### src/rtl/bcd_rtc_pkg.sv
package bcd_rtc_pkg;
  localparam int NREG     = 7;
  localparam int HOUR_IDX = 2;

  typedef enum logic [1:0] {BUS_IDLE, BUS_RD, BUS_WR} bus_mode_t;

  function automatic logic [7:0] bcd_inc(input logic [7:0] b);
    if (b[3:0] == 4'h9) return {b[7:4] + 4'h1, 4'h0};
    return {b[7:4], b[3:0] + 4'h1};
  endfunction

  // Keep masks for stored bits per address.
  function automatic logic [7:0] keep_mask(input int idx);
    case (idx)
      0, 1, 2: return 8'h7F;
      3:       return 8'h07;
      4:       return 8'h3F;
      5:       return 8'h1F;
      default: return 8'hFF;
    endcase
  endfunction

  function automatic logic [7:0] floor_val(input int idx);
    return (idx == 3 || idx == 4 || idx == 5) ? 8'h01 : 8'h00;
  endfunction

  function automatic logic [7:0] fixed_top(input int idx);
    case (idx)
      0, 1:    return 8'h59;
      3:       return 8'h07;
      5:       return 8'h12;
      default: return 8'h99;
    endcase
  endfunction

  function automatic logic leap_year(input logic [7:0] y);
    if (!y[4]) return (y[3:0] == 4'h0) || (y[3:0] == 4'h4) || (y[3:0] == 4'h8);
    return (y[3:0] == 4'h2) || (y[3:0] == 4'h6);
  endfunction

  function automatic logic [7:0] month_top(input logic [7:0] mon, input logic [7:0] yr);
    case (mon)
      8'h02:                      return leap_year(yr) ? 8'h29 : 8'h28;
      8'h04, 8'h06, 8'h09, 8'h11: return 8'h30;
      default:                    return 8'h31;
    endcase
  endfunction
endpackage

### src/rtl/bcd_rtc_field.sv
module bcd_rtc_field
  import bcd_rtc_pkg::*;
#(
  parameter logic [7:0] LO    = 8'h00,
  parameter logic [7:0] RSTV  = 8'h00,
  parameter logic [7:0] WMASK = 8'hFF
) (
  input  logic       clk,
  input  logic       rst,
  input  logic       inc,
  input  logic       ld,
  input  logic [7:0] ld_val,
  input  logic [7:0] hi,
  output logic [7:0] val,
  output logic       wrap
);
  logic at_top;
  assign at_top = (val >= hi);
  assign wrap   = inc && at_top;

  always_ff @(posedge clk) begin
    if (rst)      val <= RSTV;
    else if (ld)  val <= ld_val & WMASK;
    else if (inc) val <= at_top ? LO : bcd_inc(val);
  end


  wrap_to_floor_chk: assert property (@(posedge clk) disable iff (rst)
    (inc && !ld && val == hi) |=> (val == LO));
endmodule

### src/rtl/bcd_rtc_hour.sv
module bcd_rtc_hour
  import bcd_rtc_pkg::*;
#(
  parameter logic [7:0] WMASK = 8'h7F
) (
  input  logic       clk,
  input  logic       rst,
  input  logic       inc,
  input  logic       ld,
  input  logic [7:0] ld_val,
  output logic [7:0] val,
  output logic       day_carry
);
  logic       mode12, pm;
  logic [7:0] f24;
  logic [7:0] f12;
  logic [7:0] nxt;

  assign mode12 = val[6];
  assign pm     = val[5];
  assign f24    = {2'b00, val[5:0]};
  assign f12    = {3'b000, val[4:0]};

  always_comb begin
    nxt       = val;
    day_carry = 1'b0;
    if (!mode12) begin
      if (f24 >= 8'h23) begin
        nxt       = 8'h00;
        day_carry = inc;
      end else begin
        nxt = bcd_inc(f24);
      end
    end else begin
      if (f12 == 8'h11) begin
        nxt       = {1'b0, 1'b1, ~pm, 5'h12};
        day_carry = inc && pm;
      end else if (f12 >= 8'h12) begin
        nxt = {1'b0, 1'b1, pm, 5'h01};
      end else begin
        nxt = {1'b0, 1'b1, pm, bcd_inc(f12)[4:0]};
      end
    end
  end

  always_ff @(posedge clk) begin
    if (rst)      val <= 8'h00;
    else if (ld)  val <= ld_val & WMASK;
    else if (inc) val <= nxt;
  end


  roll24_chk: assert property (@(posedge clk) disable iff (rst)
    (inc && !ld && !val[6] && val == 8'h23) |=> (val == 8'h00));

  pm_flip_chk: assert property (@(posedge clk) disable iff (rst)
    (inc && !ld && val[6] && val[4:0] == 5'h11) |=> (val[5] != $past(val[5]) && val[4:0] == 5'h12));

  mode_keep_chk: assert property (@(posedge clk) disable iff (rst)
    (!ld) |=> (val[6] == $past(val[6])));
endmodule

### src/rtl/bcd_rtc_bus.sv
module bcd_rtc_bus
  import bcd_rtc_pkg::*;
#(
  parameter int N  = NREG,
  parameter int AW = $clog2(N)
) (
  input  logic           clk,
  input  logic           rst,
  input  logic           cs,
  input  logic           cmd_stb,
  input  logic [7:0]     cmd_byte,
  input  logic           wr_stb,
  input  logic           rd_stb,
  input  logic           tick_in,
  input  logic [N*8-1:0] live,
  output logic [N-1:0]   ld_vec,
  output logic [7:0]     rd_data,
  output logic           tick_eff
);
  bus_mode_t   mode;
  logic [AW-1:0] ptr;
  logic        ptr_ok;
  logic        pending;
  logic        hold;
  logic        step;
  logic [7:0]  snap [N];
  logic [AW-1:0] ptr_nx;

  assign hold     = (mode == BUS_WR);
  assign tick_eff = !hold && (tick_in || pending);
  assign ptr_nx   = (ptr == AW'(N - 1)) ? '0 : ptr + 1'b1;
  assign step     = cs && !cmd_stb && ptr_ok &&
                    ((wr_stb && mode == BUS_WR) || (rd_stb && mode == BUS_RD));

  always_comb begin
    ld_vec = '0;
    if (cs && !cmd_stb && wr_stb && mode == BUS_WR && ptr_ok)
      ld_vec[ptr] = 1'b1;
  end

  always_ff @(posedge clk) begin
    if (rst) begin
      mode    <= BUS_IDLE;
      ptr     <= '0;
      ptr_ok  <= 1'b0;
      pending <= 1'b0;
      rd_data <= 8'h00;
    end else begin
      pending <= hold ? (pending || tick_in) : (pending && tick_in);
      if (!cs) begin
        mode <= BUS_IDLE;
      end else if (cmd_stb) begin
        mode   <= cmd_byte[7] ? BUS_WR : BUS_RD;
        ptr    <= cmd_byte[AW-1:0];
        ptr_ok <= (int'(cmd_byte[6:0]) < N);
      end else begin
        if (rd_stb)
          rd_data <= (mode == BUS_RD && ptr_ok) ? snap[ptr] : 8'h00;
        if (step) ptr <= ptr_nx;
      end
    end
  end

  generate
    for (genvar i = 0; i < N; i++) begin : g_snap
      always_ff @(posedge clk) begin
        if (rst) snap[i] <= 8'h00;
        else if (cs && cmd_stb && !cmd_byte[7]) snap[i] <= live[i*8 +: 8];
      end
    end
  endgenerate


  held_tick_chk: assert property (@(posedge clk) disable iff (rst)
    (hold && tick_in) |=> pending);

  ptr_wrap_chk: assert property (@(posedge clk) disable iff (rst)
    (step && ptr == AW'(N - 1)) |=> (ptr == '0));
endmodule

### src/rtl/bcd_rtc_core.sv
module bcd_rtc_core
  import bcd_rtc_pkg::*;
(
  input  logic        clk,
  input  logic        rst,
  input  logic        tick,
  input  logic        osc_off,
  input  logic        cs,
  input  logic        cmd_stb,
  input  logic [7:0]  cmd_byte,
  input  logic        wr_stb,
  input  logic [7:0]  wr_data,
  input  logic        rd_stb,
  output logic [7:0]  rd_data,
  output logic        tick_done,
  output logic [55:0] time_flat
);
  localparam int N = NREG;

  logic [N-1:0] ld_vec;
  logic         tick_eff;
  logic         tick_in;
  logic [7:0]   val_v [N];
  logic [7:0]   hi_v  [N];
  logic [N-1:0] inc_v;
  logic [N-1:0] wrap_v;
  logic         day_carry;

  assign tick_in = tick && !osc_off;

  bcd_rtc_bus #(.N(N)) u_bus (
    .clk(clk), .rst(rst), .cs(cs), .cmd_stb(cmd_stb), .cmd_byte(cmd_byte),
    .wr_stb(wr_stb), .rd_stb(rd_stb), .tick_in(tick_in), .live(time_flat),
    .ld_vec(ld_vec), .rd_data(rd_data), .tick_eff(tick_eff)
  );

  // Carry ripple: sec -> min -> hour -> (dow, mday) -> mon -> year
  assign inc_v[0] = tick_eff;
  assign inc_v[1] = wrap_v[0];
  assign inc_v[2] = wrap_v[1];
  assign inc_v[3] = day_carry;
  assign inc_v[4] = day_carry;
  assign inc_v[5] = wrap_v[4];
  assign inc_v[6] = wrap_v[5];

  generate
    for (genvar i = 0; i < N; i++) begin : g_fld
      assign time_flat[i*8 +: 8] = val_v[i];
      if (i == HOUR_IDX) begin : g_hour
        assign hi_v[i]   = 8'h00;
        assign wrap_v[i] = day_carry;
        bcd_rtc_hour #(.WMASK(keep_mask(i))) u_hour (
          .clk(clk), .rst(rst), .inc(inc_v[i]), .ld(ld_vec[i]),
          .ld_val(wr_data), .val(val_v[i]), .day_carry(day_carry)
        );
      end else begin : g_plain
        if (i == 4) begin : g_mday
          assign hi_v[i] = month_top(val_v[5], val_v[6]);
        end else begin : g_fixed
          assign hi_v[i] = fixed_top(i);
        end
        bcd_rtc_field #(
          .LO(floor_val(i)), .RSTV(floor_val(i)), .WMASK(keep_mask(i))
        ) u_fld (
          .clk(clk), .rst(rst), .inc(inc_v[i]), .ld(ld_vec[i]),
          .ld_val(wr_data), .hi(hi_v[i]), .val(val_v[i]), .wrap(wrap_v[i])
        );
      end
    end
  endgenerate

  always_ff @(posedge clk) begin
    if (rst) tick_done <= 1'b0;
    else     tick_done <= tick_eff;
  end


  done_follows_chk: assert property (@(posedge clk) disable iff (rst)
    tick_eff |=> tick_done);

  still_time_chk: assert property (@(posedge clk) disable iff (rst)
    (!tick_eff && ld_vec == '0) |=> $stable(time_flat));
endmodule

### config.mk
export PLATFORM = sky130hd
export DESIGN_NAME = bcd_rtc_core
export DESIGN_NICKNAME = d
export VERILOG_FILES = /design/src/rtl/bcd_rtc_pkg.sv /design/src/rtl/bcd_rtc_field.sv /design/src/rtl/bcd_rtc_hour.sv /design/src/rtl/bcd_rtc_bus.sv /design/src/rtl/bcd_rtc_core.sv
export SDC_FILE = /design/constraint.sdc
export NUM_CORES = 1
export LEC_CHECK = 0
export CAP_MARGIN = 40
export CORE_ASPECT_RATIO = 0.75
export CORE_UTILIZATION = 43
export DETAILED_ROUTE_END_ITERATION = 8
export HOLD_SLACK_MARGIN = 0.15
export MAX_ROUTING_LAYER = met4
export PLACE_DENSITY = 0.71
export SYNTH_ARGS = -nofsm -noshare
export SYNTH_HDL_FRONTEND = slang
export SYNTH_HIERARCHICAL = 1
export SYNTH_SLANG_ARGS = --single-unit
### constraint.sdc
create_clock -name clk -period 11 [get_ports clk]
set_clock_uncertainty 0.2 [all_clocks]
set_input_delay 3.3 -clock clk [delete_from_list [all_inputs] [get_ports clk]]
set_output_delay 3.3 -clock clk [all_outputs]
set_load 0.1 [all_outputs]
==> summary.md, run 1 <==
| Metric | Value |
|---|---|
| TritonCTS clock tree | built |
| Gp weighted congestion | 0.850 |
| RSZ-0062 raised after global routing | false |
| Internal power | 920 uW |
| Flops & latches, synth | 130 |
| CTS root buffer | clkbuf_16 |
| Share of cells above drive strength 1 | 13.9% |
| Post-route DRC | 7 |
| Leakage | 4.67 nW |
| Std-Cell Rows | 44 |
| Chip width | 166 um |
| Final core occ | 58.7% |
| Switch share | 23.8% |
| # port buffers | 87 |
| CP Capture Type | register |
| Fin crit period | 7.85 ns |
| First-pass GRT wire length | 36.7 mm |
| Tightest Hold Check Type | reg -> reg |
| CP Launch Type | primary input |
| Largest net degree at the start of global routing | 79 |
| Fill cells | 1655 |
| Max incr delay on CP | 0.58 ns |
| Ys async rst share | 0% |
| Hold Vio Cnt, Final | 0 |
| WL final | 22.6 mm |
| DP HPWL | 16.1 mm |
| Crit path DAT | 7.96 ns |
| Vias per Instance | 5.50 |
| Setup TNS Final | 0 ns |
| Least-Margin Pin Slew | 0.882 ns |
| GR Overflow Total | 0 |
| Full die area | 20800 um^2 |
| Crit path buffers/inverters | 9 |
| Vias | 7657 |
| Post-Layout Cell Count | 1393 |
| Dpl cells | 1361 |
| Area grow syn2layout | 32.2% |
| N_diodes | 0 |
| CTS clk-pin slew, worst paths | 0.06 ns |
| Fmax achieved | 127 MHz |
| Slowest-stage cell, CP | a21oi_1 |
| Critical path class | in -> reg |
| Seq pwr share | 43.7% |
| Net count, final | 1217 |
| Most frequent cells in the layout | clkdlybuf4s50_1, inv_1, dfxtp_1 |
| DR pass1 iterations | 7 |
| Post-Syn Instances | 950 |
| Warnings, synthesis | 6 |
| Final WS setup | 3.15 ns |
| Initial detailed-routing violation count | 628 |
| Clock tree buffer depth | 2 |
| Initial antenna violation count | 0 |
| Worst path most repeated cell | buf_4 |
| Syn avg cell area | 9.15 um^2 |
| IO Pins | 89 |
| Num CTS Buffers | 17 |
| Critical Path RT | 11.11 ns |
| Status | finished, violations left |
| CP top delay family | buffers and inverters |
| Slew Limit Headroom | 41.2% |
| Vias in the first global route | 6913 |
| VDD IR max | 0.0000917 V |
| Place WS | 2.82 ns |
| Worst path cell trace | clkdlybuf4s50_1 -> nor2b_1 -> nor2_1 -> nor2_1 -> buf_4 -> inv_1 -> a21oi_1 -> inv_1 -> a21oi_1 -> buf_4 -> nor2b_1 -> buf_4 -> and2_1 -> bufinv_8 -> a21oi_1 -> buf_4 -> clkinv_1 -> nor4_1 -> o21ai_1 -> a221oi_1 |
| Fin. max-slew vios | 0 |
| Number of enable flip-flop cells after synthesis | 56 |
| Yosys cell types | 90 |
| Antenna Nets Post-Route | 0 |
| Commonest non-fill, non-tap cell in the layout | clkdlybuf4s50_1 |
| Post-CTS Setup Bufs | 0 |
| Overall Global Routing Usage | 22.8% |
| Synth Cell Area | 8700 um^2 |
| Combinational power share | 9.3% |
| Final period util | 71.3% |
| Worst hold slack | 0.268 ns |
| CTS Hold Bufs | 0 |
| Post-synthesis sequential area ratio | 36.4% |
| Maximum fanout along the worst path | 21 |
| MaxCap Viol Count | 0 |
| DR WL/cell | 16.3 um |
| Clk sinks | 130 |
| Clk_lat worst skew | 0.41 ns |
| Synth Flop Type | dfxtp_1 |
| CTS H-tree depth | 4 |
| Setup-failing EPs final | 0 |
| Height of the die | 125 um |
| CTS resizes | 0 |
| Violated checks | DRC |
| Power Density | 105 nW/um^2 |
| Clk pwr share | 47.0% |
| Core area | 19600 um^2 |
| Starting Density | 44.4% |
| Sw power | 287 uW |
flip-flops by register name, indices dropped and copies added, names as in the netlist, named ones only:
| name | cells |
|---|---|
| g_fld.g_hour.u_hour/val | 7 |
| g_fld.g_plain.u_fld/val | 48 |
| tick_done | 1 |
| u_bus/mode | 2 |
| u_bus/pending | 1 |
| u_bus/ptr | 3 |
| u_bus/ptr_ok | 1 |
| u_bus/rd_data | 8 |
| u_bus/snap | 56 |
Yosys cell counts (all sizes together), types with 4 or more instances:
cell | n | area [um^2]
inv | 80 | 300
dfxtp | 74 | 1480
a21oi | 73 | 380
ha | 66 | 826
and2 | 59 | 372
edfxtp | 56 | 1680
nor2 | 43 | 161
nand2 | 42 | 158
o21ai | 31 | 155
buf | 29 | 173
nand2b | 27 | 176
nor3 | 25 | 135
nand3 | 23 | 115
mux2i | 22 | 220
nor2b | 22 | 138
clkbuf | 17 | 63.8
a31oi | 16 | 115
nor3b | 16 | 120
nand4 | 15 | 100
o22ai | 14 | 87.6
a21o | 13 | 100
nor4 | 13 | 111
or3 | 13 | 83.8
a211o | 11 | 96.3
nand3b | 11 | 82.6
o21a | 10 | 75.1
o2bb2ai | 10 | 87.6
xnor2 | 9 | 78.8
nand4b | 8 | 70.1
and3b | 7 | 62.6
o31ai | 7 | 67.6
a221oi | 6 | 77.6
and3 | 6 | 38.8
or4 | 6 | 56.3
a211oi | 5 | 37.5
a2111oi | 4 | 66.3
a311oi | 4 | 35.0
dlygate4sd1 | 4 | 35.0
nor4b | 4 | 35.0
xor2 | 4 | 35.0
power groups by stage:
| stage | combinational, mW | clock [mW] | sequential [mW] |
|---|---|---|---|
| 6_report | 0.113 | 0.567 | 0.527 |
| 5_1_grt | 0.123 | 0.591 | 0.529 |
| 4_1_cts | 0.112 | 0.573 | 0.527 |
| 3_5_place_dp | 0.111 | 0 | 0.537 |
| 3_3_place_gp | 0.102 | 0 | 0.537 |
| 2_1_floorplan | 0.0614 | 0 | 0.545 |
area by class of cell:
cell class                 instances  area, um^2  area share [%]
clock buffer                      21         450            3.92
sequential                       130        3160            27.5
clock inverter                    11         136            1.19
tap                              253         317            2.75
inverter                          82         322            2.80
multi-input combinational        731        5130            44.6
timing repair buffer             165        1980            17.2
worst paths after layout:
kind | cells after the start | slack [ns] | to | from
setup / recovery | 20 | 3.15 | g_fld[6].g_plain.u_fld/val[7] | tick
hold / removal | 2 | 0.27 | u_bus/rd_data[3] | u_bus/rd_data[3]
setup reg to reg | 19 | 5.70 | g_fld[6].g_plain.u_fld/val[7] | g_fld[0].g_plain.u_fld/val[0]
hold reg to reg | 2 | 0.27 | u_bus/rd_data[3] | u_bus/rd_data[3]
worst reg2reg max path, delay by kind of cell (launching register included):
family	cells	cell delay, ns
AOI/OAI and AO/OA	6	1.31
adders and majority gates	1	0.28
buffers and inverters	7	1.55
DFF	1	0.47
and+or+nand+nor	5	1.40
cells by family after synthesis:
group / share of synthesized area, %
muxes: 2.66
xor gates and xnor gates: 1.31
and+or+nand+nor: 24.5
other: 0.129
buffers and inverters: 6.82
adders and majority gates: 9.50
DFF: 36.4
AOI/OAI and AO/OA: 18.7
through the flow:
step	power [mW]	instance area, um^2
after global routing	1.24	11500
final	1.21	11500
after floorplan	0.607	8860
after CTS	1.21	11500
after detailed placement	0.648	10900
after global placement	0.639	9880
layer usage:
layer  vias to the layer above  routed length [um]  global-route usage [%]
met2                       255                9460                    32.7
met5                         -                   0                       -
met3                        25                1420                    3.80
met1                      3584               11500                    33.0
met4                         0                 300                    5.72
li1                       3793                   -                       -
No activity file was read; power rests on OpenSTA's default activity.
==> inputs of run 2 (changes only) <==
==> constraint.sdc (replaced) <==
create_clock -name clk -period 7.5 [get_ports clk]
set_clock_uncertainty 0.2 [all_clocks]
set_input_delay 2.25 -clock clk [delete_from_list [all_inputs] [get_ports clk]]
set_output_delay 2.25 -clock clk [all_outputs]
set_load 0.1 [all_outputs]
==> run 2 against run 1 <==
Effect of this change: the flow now stops in 5_2_route; area after synthesis did not move; global-route usage rose by 0.59 points; synthesized cell count did not move.
==> summary.md, run 2 <==
| Metric | Value |
|---|---|
| Adder-Cell Fraction of Synth Area | 9.50% (unchanged) |
| First-pass GRT wire length | 37.6 mm (+2.4%) |
| Height of the die | 125 um (unchanged) |
| Stopping stage | 5_2_route |
| Synth top area share | 19.3% (unchanged) |
| Synth Area in Compound Gates | 18.7% (unchanged) |
| # port buffers | 87 (unchanged) |
| Place WS | 0.127 ns (-2.69 ns) |
| Synth Flop Type | dfxtp_1 |
| Yosys cell types | 90 (unchanged) |
| Dominant cell type by area after synthesis | edfxtp_1 |
| Synth Cell Area | 8700 um^2 (unchanged) |
| IO Pins | 89 (unchanged) |
| Warnings, synthesis | 6 (unchanged) |
| Initial antenna violation count | 0 (unchanged) |
| Err | [ERROR DRT-0255] Maze Route cannot find path of net clk in worker of routeBox ( 144900 0 ) ( 166220 48300 ). |
| CTS Hold Bufs | 0 (unchanged) |
| Count leader, synth | inv_1 |
| Commonest cells in the netlist | inv_1, dfxtp_1, a21oi_1 |
| Main combinational cell family by area after synthesis | simple AND/OR/NAND/NOR gates |
| CTS resizes | 0 (unchanged) |
| Largest net degree at the start of global routing | 57 (-28%) |
| Syn avg cell area | 9.15 um^2 (unchanged) |
| Chip width | 166 um (unchanged) |
| Ys async rst share | 0% (unchanged) |
| Post-Syn Instances | 950 (unchanged) |
| Gp weighted congestion | 0.838 (-1.4%) |
| CTS root buffer | clkbuf_16 |
| GR Overflow Total | 0 (unchanged) |
| Overall Global Routing Usage | 23.4% (+0.59 points) |
| Starting Density | 44.4% (unchanged) |
| Clock tree buffer depth | 2 (unchanged) |
| Simple-gate portion of the synthesized area | 24.5% (unchanged) |
| Synth top area cells | edfxtp_1, dfxtp_1, ha_1 |
| Post-synthesis sequential area ratio | 36.4% (unchanged) |
| Flops & latches, synth | 130 (unchanged) |
| XOR/XNOR Fraction of Synth Area | 1.31% (unchanged) |
| Vias in the first global route | 7157 (+3.5%) |
| Mux share of post-synthesis cell area | 2.66% (unchanged) |
| Number of enable flip-flop cells after synthesis | 56 (unchanged) |
| Std-Cell Rows | 44 (unchanged) |
| Status | stopped before the end |
| Post-CTS Setup Bufs | 0 (unchanged) |
| DP HPWL | 16.7 mm (+3.9%) |
| Num CTS Buffers | 17 (unchanged) |
| CTS H-tree depth | 4 (unchanged) |
| Clk sinks | 130 (unchanged) |
run 2: cell counts after synthesis:
No cell type changed its count.
run 2: cells by family after synthesis:
family	count (synthesis)
fa+ha+maj	66
buf+inv	132
flops	130
compound gates	231
other cells	3
xor+xnor	13
simple gates	352
mux	23
run 2: per-stage QoR:
step | std cells | utilization (%) | cell area, um^2
after floorplan | 993 | - | 8860
after global placement | 1295 | 50.4 | 9880
after detailed placement | 1361 | 55.7 | 10900
after CTS | 1393 | 59.0 | 11600
after global routing | 1393 | 59.0 | 11600
run 2: layer usage:
metal	global-route usage, %
met1	33.0
met2	34.7
met3	4.43
met4	4.63
met5	-
==> inputs of run 3 (changes only) <==
--- a/config.mk
+++ b/config.mk
@@ -6,12 +6,9 @@
 export NUM_CORES = 1
 export LEC_CHECK = 0
 export CAP_MARGIN = 40
-export CORE_ASPECT_RATIO = 0.75
-export CORE_UTILIZATION = 43
+export CORE_UTILIZATION = 28
 export DETAILED_ROUTE_END_ITERATION = 8
-export HOLD_SLACK_MARGIN = 0.15
-export MAX_ROUTING_LAYER = met4
-export PLACE_DENSITY = 0.71
+export PLACE_DENSITY_LB_ADDON = 0.15
 export SYNTH_ARGS = -nofsm -noshare
 export SYNTH_HDL_FRONTEND = slang
 export SYNTH_HIERARCHICAL = 1
==> run 3 against run 2 <==
Effect of this change: global-route usage fell by 7.1 points; the flow now finishes without violations.
==> summary.md, run 3 (synthesized netlist as in run 1, its figures left out) <==
| Metric | Value |
|---|---|
| Status | completed |
| CTS H-tree depth | 4 (unchanged) |
| Sw power | 445 uW |
| Least-Margin Pin Slew | 0.786 ns |
| DP Area | 11100 um^2 (+2.0%) |
| Maximum fanout along the worst path | 14 |
| Clk_lat worst skew | 0.41 ns |
| Setup TNS Final | 0 ns |
| Final period util | 85.9% |
| Place WS | 0.659 ns (+0.532 ns) |
| DR top layer | met4 |
| Combinational power share | 9.6% |
| # port buffers | 87 (unchanged) |
| Leakage | 4.67 nW |
| CP Capture Type | register |
| Core area | 30600 um^2 |
| Crit path launch | tick |
| RR Endpoint | g_fld[6].g_plain.u_fld/val[7] |
| Power Density | 149 nW/um^2 |
| Dpl cells | 1505 (+11%) |
| Post-Layout Cell Count | 1538 |
| Slew Limit Headroom | 47.0% |
| Area grow syn2layout | 34.6% |
| Internal power | 1.30 mW |
| Initial antenna violation count | 0 (unchanged) |
| Antenna Nets Post-Route | 0 |
| Initial detailed-routing violation count | 484 |
| Overall Global Routing Usage | 16.2% (-7.1 points) |
| Biggest register | u_bus/snap |
| Full die area | 31800 um^2 |
| Height of the die | 178 um (+42%) |
| Vias in the first global route | 7069 (-1.2%) |
| WL met3 | 915 um |
| CTS root buffer | clkbuf_16 |
| DR pass1 iterations | 5 |
| Net count, final | 1218 |
| Share of cells above drive strength 1 | 14.1% |
| Clk pwr share | 46.2% |
| Critical Path RT | 7.62 ns |
| CTS resizes | 0 (unchanged) |
| Chip width | 178 um (+7.2%) |
| Top Registers | u_bus/snap (56), g_fld.g_plain.u_fld/val (48), u_bus/rd_data (8) |
| Final WS setup | 1.06 ns |
| Switch share | 25.4% |
| CTS Hold Bufs | 0 (unchanged) |
| Clk sinks | 130 (unchanged) |
| Met2 Wirelength | 10.8 mm |
| Max FFs per register | 56 |
| DP HPWL | 17.9 mm (+6.9%) |
| Reg-to-reg startpoint | g_fld[5].g_plain.u_fld/val[4] |
| Largest net degree at the start of global routing | 57 (unchanged) |
| Gp weighted congestion | 0.770 (-8.2%) |
| Starting Density | 28.4% (-16 points) |
| Area of the multi-input gates | 5130 um^2 |
| CTS clk-pin slew, worst paths | 0.06 ns |
| MaxCap Viol Count | 0 |
| IO Pins | 89 (unchanged) |
| RSZ-0062 raised after global routing | false |
| Num CTS Buffers | 17 (unchanged) |
| Clock tree buffer depth | 2 (unchanged) |
| Most frequent cells in the layout | clkdlybuf4s50_1, inv_1, dfxtp_1 |
| VDD IR max | 0.000152 V |
| Post-route DRC | 0 |
| CP Capture Point | g_fld[6].g_plain.u_fld/val[7] |
| Seq pwr share | 44.2% |
| Fill cells | 3078 |
| Std-Cell Rows | 64 (+45%) |
| Fin crit period | 6.44 ns |
| Hold Vio Cnt, Final | 0 |
| Cell depth of the worst flop-to-flop path | 16 |
| First-pass GRT wire length | 39.7 mm (+5.5%) |
| Fmax achieved | 155 MHz |
| Reg-to-reg slack, setup | 2.58 ns |
| Crit path DAT | 6.56 ns |
| DR WL/cell | 16.2 um |
| Total routed wire length on the met1 layer | 13.0 mm |
| Post-CTS Setup Bufs | 0 (unchanged) |
| Vias | 7389 |
| Fin. max-slew vios | 0 |
| GR Overflow Total | 0 (unchanged) |
| WL final | 25.0 mm |
| CP Launch Type | primary input |
| Worst hold slack | 0.254 ns |
| Fin area | 11700 um^2 |
| Vias per Instance | 4.80 |
| Sequential cell area | 3160 um^2 |
| TritonCTS clock tree | built |
| Setup-failing EPs final | 0 |
| Tightest Hold Check Type | reg -> reg |
| Critical path class | in -> reg |
| Commonest non-fill, non-tap cell in the layout | clkdlybuf4s50_1 |
[run 3: how the worst min path moves through the flow]
stage	from	to	slack (ns)	cells after the start
2_1_floorplan	u_bus/pending	u_bus/pending	0.25	2
3_3_place_gp	u_bus/rd_data[4]	u_bus/rd_data[4]	0.24	2
3_5_place_dp	u_bus/rd_data[3]	u_bus/rd_data[3]	0.24	2
4_1_cts	u_bus/rd_data[3]	u_bus/rd_data[3]	0.25	2
5_1_grt	u_bus/rd_data[7]	u_bus/rd_data[7]	0.28	2
6_report	u_bus/rd_data[7]	u_bus/rd_data[7]	0.25	2
[run 3: worst max-delay path, stage by stage]
cell and delay, ns:
clkdlybuf4s50_1 0.44, nor2b_1 0.20, nor2_1 0.07, nor2_1 0.34
inv_1 0.23, a21oi_1 0.24, inv_1 0.17, a21oi_1 0.15
buf_4 0.20, nor2b_1 0.33, and2_1 0.32, bufinv_8 0.25
a21oi_1 0.20, buf_4 0.23, clkinv_1 0.26, nor4_1 0.33
o21ai_1 0.10, a221oi_1 0.24
[run 3: final cells by class]
class / instances / area share [%]
diodes: 1 / 0.0214
clock buffers: 20 / 4.00
clock inverters: 12 / 0.898
inverters: 82 / 2.75
multi-input cells: 731 / 43.8
flip-flops and latches: 130 / 27.0
well taps: 396 / 4.23
repair buffers: 166 / 17.3
[run 3: metal layers]
layer	up-vias	GRT usage [%]
met5	-	0
met4	0	4.48
met3	19	2.56
met2	138	24.6
met1	3453	23.7
li1	3779	-
[run 3: power groups by stage]
stage | clock network, mW | logic, mW | registers (mW)
2_1_floorplan | 0 | 0.0901 | 0.800
3_3_place_gp | 0 | 0.158 | 0.789
3_5_place_dp | 0 | 0.169 | 0.789
4_1_cts | 0.831 | 0.169 | 0.774
5_1_grt | 0.863 | 0.186 | 0.776
6_report | 0.808 | 0.168 | 0.774
[run 3: through the flow]
stage / util (%) / power, mW
2_1_floorplan: - / 0.890
3_3_place_gp: 32.9 / 0.947
3_5_place_dp: 36.4 / 0.957
4_1_cts: 38.3 / 1.77
5_1_grt: 38.3 / 1.82
6_report: 38.3 / 1.75
==> inputs of run 4 (changes only) <==
--- a/config.mk
+++ b/config.mk
@@ -8,6 +8,7 @@
 export CAP_MARGIN = 40
 export CORE_UTILIZATION = 28
 export DETAILED_ROUTE_END_ITERATION = 8
+export DONT_BUFFER_PORTS = 1
 export PLACE_DENSITY_LB_ADDON = 0.15
 export SYNTH_ARGS = -nofsm -noshare
 export SYNTH_HDL_FRONTEND = slang
==> run 4 against run 3 <==
Effect of this change: critical path type unchanged; core utilization down 3.9 points; sequential share of layout area up 3.0 points; critical endpoint unchanged; flip-flop and latch count unchanged; non-clock buffer count down 88; combinational power down 22%; power down 0.71%; register-to-register slack worse by 0.24 ns; clock-buffer cell count up 1; design area down 10%; sequential power about the same; critical path depth up 1; die area unchanged.
==> summary.md, run 4 (synthesized netlist as in run 1, its figures left out) <==
| Metric | Value |
|---|---|
| Status | completed |
| DR WL/cell | 17.0 um (+4.6%) |
| Fin. max-slew vios | 0 (unchanged) |
| CTS Hold Bufs | 0 (unchanged) |
| Setup TNS Final | 0 ns (unchanged) |
| Biggest register | u_bus/snap |
| Power Density | 165 nW/um^2 (+10%) |
| Gp weighted congestion | 0.782 (+1.6%) |
| Leakage | 4.30 nW (-8.0%) |
| WL final | 24.6 mm (-1.4%) |
| Fill cells | 3135 (+1.9%) |
| Clk_lat worst skew | 0.42 ns (about the same) |
| Fin crit period | 6.17 ns (-0.267 ns) |
| Vias in the first global route | 6703 (-5.2%) |
| Share of cells above drive strength 1 | 15.2% (+1.1 points) |
| TritonCTS clock tree | built |
| DP Area | 9920 um^2 (-11%) |
| DP HPWL | 17.8 mm (-0.83%) |
| Fmax achieved | 162 MHz (+4.3%) |
| Clk sinks | 130 (unchanged) |
| Antenna Nets Post-Route | 0 (unchanged) |
| Commonest non-fill, non-tap cell in the layout | inv_1 |
| Setup-failing EPs final | 0 (unchanged) |
| RSZ-0062 raised after global routing | false |
| Num CTS Buffers | 17 (unchanged) |
| Fin area | 10500 um^2 (-10%) |
| Top Registers | u_bus/snap (56), g_fld.g_plain.u_fld/val (48), u_bus/rd_data (8) |
| Post-route DRC | 0 (unchanged) |
| First-pass GRT wire length | 38.9 mm (-2.0%) |
| Full die area | 31800 um^2 (unchanged) |
| Hold Vio Cnt, Final | 0 (unchanged) |
| Critical path class | in -> reg |
| Overall Global Routing Usage | 16.0% (-0.20 points) |
| Clock tree buffer depth | 2 (unchanged) |
| Largest net degree at the start of global routing | 80 (+40%) |
| MaxCap Viol Count | 0 (unchanged) |
| GR Overflow Total | 0 (unchanged) |
| Core area | 30600 um^2 (unchanged) |
| DR pass1 iterations | 5 (unchanged) |
| Height of the die | 178 um (unchanged) |
| Std-Cell Rows | 64 (unchanged) |
| Starting Density | 28.4% (unchanged) |
| Post-CTS Setup Bufs | 0 (unchanged) |
| Critical Path RT | 7.62 ns (about the same) |
| CP Capture Type | register |
| Slew Limit Headroom | 45.2% (-1.8 points) |
| Post-Layout Cell Count | 1450 (-5.7%) |
| Area grow syn2layout | 21.0% |
| Max FFs per register | 56 (unchanged) |
| CP Launch Type | primary input |
| Maximum fanout along the worst path | 21 (+7) |
| Final period util | 82.3% (-3.6 points) |
| Initial antenna violation count | 0 (unchanged) |
| Dpl cells | 1417 (-5.8%) |
| VDD IR max | 0.000149 V (-1.5%) |
| Vias per Instance | 4.91 (+2.2%) |
| CTS H-tree depth | 4 (unchanged) |
| Initial detailed-routing violation count | 517 (+6.8%) |
| # port buffers | 0 (-100%) |
| Net count, final | 1130 (-7.2%) |
| Most frequent cells in the layout | inv_1, dfxtp_1, a21oi_1 |
| Vias | 7117 (-3.7%) |
| IO Pins | 89 (unchanged) |
| Crit path DAT | 6.30 ns (-0.26 ns) |
| CTS resizes | 0 (unchanged) |
| Tightest Hold Check Type | reg -> reg |
| CTS root buffer | clkbuf_16 |
| Least-Margin Pin Slew | 0.819 ns (+0.0331 ns) |
| CTS clk-pin slew, worst paths | 0.06 ns (about the same) |
| Chip width | 178 um (unchanged) |
-- run 4: through the flow --
step	setup WS, ns	total power, mW	util (%)	hold slack [ns]
finish	1.33	1.74	34.4	0.269
global route	1.05	1.81	34.4	0.288
CTS	1.42	1.76	34.4	0.271
detailed placement	1.00	0.919	32.4	0.265
global placement	1.11	0.915	31.3	0.264
floorplan	0.892	0.890	-	0.248
-- run 4: critical path, cell delays in order --
cell	delay, ns
nor2b_1	0.17
nor2_1	0.07
nor2_1	0.37
inv_1	0.23
a21oi_1	0.18
buf_4	0.18
inv_1	0.13
a21oi_1	0.15
buf_4	0.20
nor2b_1	0.14
buf_4	0.25
and2_1	0.31
bufinv_8	0.25
a21oi_1	0.19
buf_4	0.23
clkinv_1	0.24
nor4_1	0.35
o21ai_1	0.11
a221oi_1	0.24
-- run 4: layer usage --
| metal | up-vias | GRT usage [%] | share of wire (%) |
|---|---|---|---|
| met3 | 13 | 3.56 | 5.4 |
| met4 | 0 | 3.71 | 0.95 |
| li1 | 3598 | - | - |
| met5 | - | 0 | 0 |
| met2 | 134 | 23.9 | 43 |
| met1 | 3372 | 23.3 | 51 |
-- run 4: cell type report --
| class | instances | area, um^2 | area share (%) |
|---|---|---|---|
| multi-input cells | 731 | 5130 | 48.8 |
| flip-flops and latches | 130 | 3160 | 30.1 |
| repair buffers | 78 | 813 | 7.73 |
| clock buffers | 21 | 514 | 4.89 |
| well taps | 396 | 495 | 4.71 |
| inverters | 82 | 322 | 3.06 |
| clock inverters | 11 | 83.8 | 0.796 |
| diodes | 1 | 2.50 | 0.0238 |
-- run 4: report_power, final --
group	total, mW	internal (mW)	switching (mW)
sequential	0.773	0.758	0.0158
combinational	0.131	0.0451	0.0856
clock	0.833	0.496	0.337
total	1.74	1.30	0.438
-- run 4: path summary, 6_finish.rpt --
path / from / end / slack, ns / depth (start not counted)
max: tick / g_fld[6].g_plain.u_fld/val[7] / 1.33 / 19
min: u_bus/pending / u_bus/pending / 0.27 / 2
max reg2reg: g_fld[0].g_plain.u_fld/val[0] / g_fld[6].g_plain.u_fld/val[7] / 2.34 / 21
min reg2reg: u_bus/pending / u_bus/pending / 0.27 / 2
